==> config.mk <==
export PLATFORM = sky130hd
export DESIGN_NAME = frame_line_addr_gen
export DESIGN_NICKNAME = d
export VERILOG_FILES = /design/src/rtl/fla_pkg.sv /design/src/rtl/fla_cfg_shadow.sv /design/src/rtl/fla_line_stepper.sv /design/src/rtl/frame_line_addr_gen.sv
export SDC_FILE = /design/constraint.sdc
export NUM_CORES = 1
export LEC_CHECK = 0
export BUFFER_PORTS_ARGS = -buffer_cell sky130_fd_sc_hd__buf_2
export CORE_AREA = 2 2 171 106
export DETAILED_ROUTE_END_ITERATION = 8
export DIE_AREA = 0 0 173 108
export GPL_TIMING_DRIVEN = 0
export PLACE_DENSITY = 0.51
export SYNTH_ARGS = -nofsm -noshare
export SYNTH_HDL_FRONTEND = slang
export SYNTH_HIERARCHICAL = 1
export SYNTH_SLANG_ARGS = --single-unit
==> constraint.sdc <==
create_clock -name clk -period 4.1 [get_ports clk]
set_clock_uncertainty 0.15 [all_clocks]
set_input_delay 0.205 -clock clk [delete_from_list [all_inputs] [get_ports clk]]
set_output_delay 0.205 -clock clk [all_outputs]
set_load 0.005 [all_outputs]
==> src/rtl/fla_pkg.sv <==
package fla_pkg;
  parameter int HI_W   = 11;
  parameter int LO_W   = 16;
  parameter int PITCH_W = 12;
  parameter int GRAN_SH = 5;
  localparam int ADDR_W = HI_W + LO_W + GRAN_SH;

  typedef logic [ADDR_W-1:0] addr_t;

  typedef struct packed {
    logic [HI_W-1:0]    base_hi;
    logic [LO_W-1:0]    base_lo;
    logic [PITCH_W-1:0] pitch;
    logic               flip;
  } fla_cfg_t;

  function automatic addr_t base_bytes(input logic [HI_W-1:0] hi,
                                       input logic [LO_W-1:0] lo);
    return {hi, lo, {GRAN_SH{1'b0}}};
  endfunction

  function automatic addr_t pitch_bytes(input logic [PITCH_W-1:0] p);
    addr_t r;
    r = '0;
    r[PITCH_W+GRAN_SH-1:GRAN_SH] = p;
    return r;
  endfunction

  function automatic addr_t next_line(input addr_t cur,
                                      input logic [PITCH_W-1:0] p,
                                      input logic down);
    return down ? cur - pitch_bytes(p) : cur + pitch_bytes(p);
  endfunction
endpackage

==> src/rtl/fla_cfg_shadow.sv <==
module fla_cfg_shadow
  import fla_pkg::*;
(
  input  logic     clk,
  input  logic     rst_n,
  input  logic     capture,
  input  fla_cfg_t cfg_in,
  output fla_cfg_t cfg_held,
  output logic     frame_open
);
  always_ff @(posedge clk) begin
    if (!rst_n) begin
      cfg_held   <= '0;
      frame_open <= 1'b0;
    end else if (capture) begin
      cfg_held   <= cfg_in;
      frame_open <= 1'b1;
    end
  end

  // held configuration only moves on a frame start
  a_r6_shadow_stable: assert property (@(posedge clk) disable iff (!rst_n)
    !capture |=> $stable(cfg_held));
endmodule

==> src/rtl/fla_line_stepper.sv <==
module fla_line_stepper
  import fla_pkg::*;
(
  input  logic               clk,
  input  logic               rst_n,
  input  logic               load_en,
  input  logic               step_en,
  input  addr_t              load_addr,
  input  logic [PITCH_W-1:0] pitch,
  input  logic               down,
  output addr_t              addr,
  output logic               valid
);
  always_ff @(posedge clk) begin
    if (!rst_n) begin
      addr  <= '0;
      valid <= 1'b0;
    end else begin
      valid <= load_en | step_en;
      if (load_en)      addr <= load_addr;
      else if (step_en) addr <= next_line(addr, pitch, down);
    end
  end

  // distance between consecutive addresses is one pitch
  a_r3_step_distance: assert property (@(posedge clk) disable iff (!rst_n)
    (step_en && !load_en && !down) |=> (addr - $past(addr) == pitch_bytes($past(pitch))));
  a_r4_step_down: assert property (@(posedge clk) disable iff (!rst_n)
    (step_en && !load_en && down) |=> ($past(addr) - addr == pitch_bytes($past(pitch))));
  // address holds when nothing happens
  a_r7_hold: assert property (@(posedge clk) disable iff (!rst_n)
    (!step_en && !load_en) |=> ($stable(addr) && !valid));
endmodule

==> src/rtl/frame_line_addr_gen.sv <==
module frame_line_addr_gen
  import fla_pkg::*;
#(
  parameter int BASE_HI_W = fla_pkg::HI_W,
  parameter int BASE_LO_W = fla_pkg::LO_W,
  parameter int STEP_W    = fla_pkg::PITCH_W,
  localparam int OUT_W    = fla_pkg::ADDR_W
) (
  input  logic                 clk,
  input  logic                 rst_n,
  input  logic [BASE_HI_W-1:0] cfg_base_hi,
  input  logic [BASE_LO_W-1:0] cfg_base_lo,
  input  logic [STEP_W-1:0]    cfg_pitch,
  input  logic                 cfg_flip,
  input  logic                 sof_i,
  input  logic                 sol_i,
  output logic [OUT_W-1:0]     line_addr_o,
  output logic                 line_valid_o
);
  fla_cfg_t cfg_now, cfg_held;
  logic     frame_open;
  logic     ev_load, ev_step;
  addr_t    addr_q;

  assign cfg_now = '{base_hi: cfg_base_hi, base_lo: cfg_base_lo,
                     pitch: cfg_pitch, flip: cfg_flip};

  // Named events: frame load has priority over a line step
  assign ev_load = sof_i;
  assign ev_step = sol_i & frame_open & ~sof_i;

  fla_cfg_shadow u_shadow (
    .clk(clk), .rst_n(rst_n), .capture(ev_load),
    .cfg_in(cfg_now), .cfg_held(cfg_held), .frame_open(frame_open)
  );

  fla_line_stepper u_step (
    .clk(clk), .rst_n(rst_n), .load_en(ev_load), .step_en(ev_step),
    .load_addr(base_bytes(cfg_base_hi, cfg_base_lo)),
    .pitch(cfg_held.pitch), .down(cfg_held.flip),
    .addr(addr_q), .valid(line_valid_o)
  );

  assign line_addr_o = addr_q;

  // frame start places the captured base on the output
  a_r2_sof_load: assert property (@(posedge clk) disable iff (!rst_n)
    sof_i |=> (line_valid_o && line_addr_o[GRAN_SH-1:0] == '0 &&
               line_addr_o[OUT_W-1:GRAN_SH] == {$past(cfg_base_hi), $past(cfg_base_lo)}));
  // strobe only follows an event
  a_r7_valid_cause: assert property (@(posedge clk) disable iff (!rst_n)
    line_valid_o |-> $past(sof_i || (sol_i && frame_open)));
  // line pulse before any frame does nothing
  a_r9_no_frame: assert property (@(posedge clk) disable iff (!rst_n)
    (!frame_open && !sof_i) |=> !line_valid_o);
endmodule

==> impl_metrics.toml <==
[status]
outcome = "complete, no violations"

[power_and_ir_drop]
peakVddDrop_mv = 0.1633
power_density_mw_per_mm2 = 337.7
switching_share = 0.3763
pwr-share-clk = 0.276
switching_power_mw = 0.5871
seqPwrFrac = 0.333
power_frac_comb = 0.391
p_int_mw = 0.9733
power_mw = 1.560
leakage_nw = 2.008

[setup_path]
cp-end-kind = "register"
cpPeakStageDelay_ps = 420
crit_fanout = 7
crit_path_start_kind = "register"
path_cells = "inv_1, ha_1, or3b_1, nor3_2, nand2b_1, o21bai_2, ha_1, clkbuf_2, nor2b_1, o21ai_0, o211ai_1, a41oi_1, xor2_1, o22ai_1"
path_class = "register to register"
cp_slowest_cell = "o21bai_2"
arrival_ps = 3930
cp.required_ps = 4110
rrSetupSlack_ps = 180
cp_common_cell = "ha_1"

[floorplanning]
ioPinCount = 77
start_util = 0.2195
die_height_um = 108
core_area_sq_mm = 0.01694
die_x_um = 173
core.rowCount = 37
die_area_sq_mm = 0.01868

[detailed_routing]
dr.pass1.iters = 5
drt_iter0_drc = 318
vias_per_cell = 4.688
antenna_left = 0
drc = 0
num_vias = 3736
wire_per_inst_um = 16.37
wl_um = 13050

[clocking]
insertion_delay_ps = 300
clk_pin_slew_worst_paths_ps = 80
root_buffer = "clkbuf_16"
h-tree-depth = 2
numClockSinks = 47
numCtsBuffers = 5
cts_tree = "yes"
cts_buffer_depth = 2

[final_layout]
syn_to_final_growth_pct = 24.26
layout-drive-gt1-share = 0.1776
instances_no_fill = 797
antenna_cells = 0
fillers = 1917
nets = 634
fin_util = 0.2727

[sta]
slew_headroom = 0.4430
setup_viol = 0
timing_max_transition_violations_final = 0
setup_slack_ps = 184.8
finalCriticalPeriod_ps = 3915
fmax_mhz = 255.4
hold_violations = 0
finalCritPeriodShare = 0.9549
fin_tns_setup_ps = 0
worst_pin_slew_ps = 829.2

[placed_design]
dp_cells = 784
gp_congestion = 0.9084
dp_hpwl_um = 10440
io_buffers = 75
dp_slack_ps = -37.55

[worst_hold_path]
hp-class = "primary input to register"

[grt]
gr-total-overflow = 0
antenna_found_initial = 0
grt_max_degree = 16
grt_pass1_vias = 3464
grt_pass1_wl_um = 20110
gr-usage-all-layers = 0.1388

[synthesis]
synthesis.area_sq_mm = 0.003719
synthesis.instances = 471
ys_warn_count = 6
post_synth.cell_area_avg_sq_um = 7.895

[job]
drv_cap = 0
==> registers in the layout, summed over array words and instances (netlist names) <==
name                 cells
u_shadow/cfg_held       13
u_shadow/frame_open      1
u_step/addr             32
u_step/valid             1
==> final timing paths <==
kind / start / cells after the start / end
worst max register to register: u_shadow/cfg_held[1] / 14 / u_step/addr[23]
worst min-delay path: cfg_pitch[2] / 3 / u_shadow/cfg_held[3]
worst max-delay path: u_shadow/cfg_held[1] / 14 / u_step/addr[23]
worst min register to register: u_shadow/frame_open / 1 / u_shadow/frame_open
==> layout make-up <==
class / instances / area (sq um) / share of cell area
inverter: 9 / 33.78 / 0.007311
clock inverter: 2 / 16.27 / 0.003520
multi-input combinational: 385 / 2595 / 0.5616
timing repair buffer: 80 / 422.9 / 0.09152
tap: 234 / 292.8 / 0.06336
clock buffer: 6 / 128.9 / 0.02789
sequential: 47 / 940.9 / 0.2036
buffer: 34 / 190.2 / 0.04116
==> cells in the final DEF, fill, tap and decap left out, types with 6 or more instances in the layout <==
cell / instances
a21oi_1: 55
nand3_1: 6
nand2_1: 35
buf_2: 78
nor2_1: 33
xnor2_1: 23
nor2b_1: 20
clkbuf_1: 24
dfxtp_1: 47
a21o_1: 8
o21bai_1: 12
ha_1: 27
inv_1: 8
mux2i_1: 21
nor3_1: 9
nand2b_1: 6
nand4_1: 8
o22ai_1: 6
o21ai_0: 27
o211ai_1: 8
and3_1: 14
xor2_1: 8
==> power groups by stage <==
stage	registers (mW)	clock network, mW	logic, mW
5_1_grt	0.525	0.465	0.673
3_3_place_gp	0.530	0	0.591
4_1_cts	0.519	0.450	0.596
6_report	0.520	0.431	0.610
2_1_floorplan	0.522	0	0.429
3_5_place_dp	0.530	0	0.588
==> critical path: cells and delay by family, from the launching register on <==
kind | cells | cell delay, ps
XOR/XNOR | 1 | 190
buffers and inverters | 2 | 230
AND/OR/NAND/NOR | 4 | 910
adder cells (fa/ha/maj) | 2 | 460
flip-flops | 1 | 360
AO/OA/AOI/OAI | 5 | 1470
==> routing by layer <==
metal,GRT usage,up-vias,wire [um]
li1,-,1889,-
met1,0.2150,1720,7025
met2,0.1966,118,5159
met3,0.02215,9,735
met4,0.03208,0,129
met5,0,-,0
==> repair_timing <==
item | in CTS | in global routing
endpoints found under the setup margin | 1 | 10
resized for setup | 1 | 6
hold buffers | 4 | 0
pin swaps | 0 | 0
hold endpoints to repair | 4 | 0
setup buffers | 0 | 1
==> metrics by stage <==
step	cell area, sq um	hold WS, ps
3_5_place_dp	4402	256.0
3_3_place_gp	4402	249.2
5_1_grt	4621	17.27
2_1_floorplan	3734	199.6
4_1_cts	4591	12.12
6_report	4621	16.01
No activity file was read; power rests on OpenSTA's default activity.
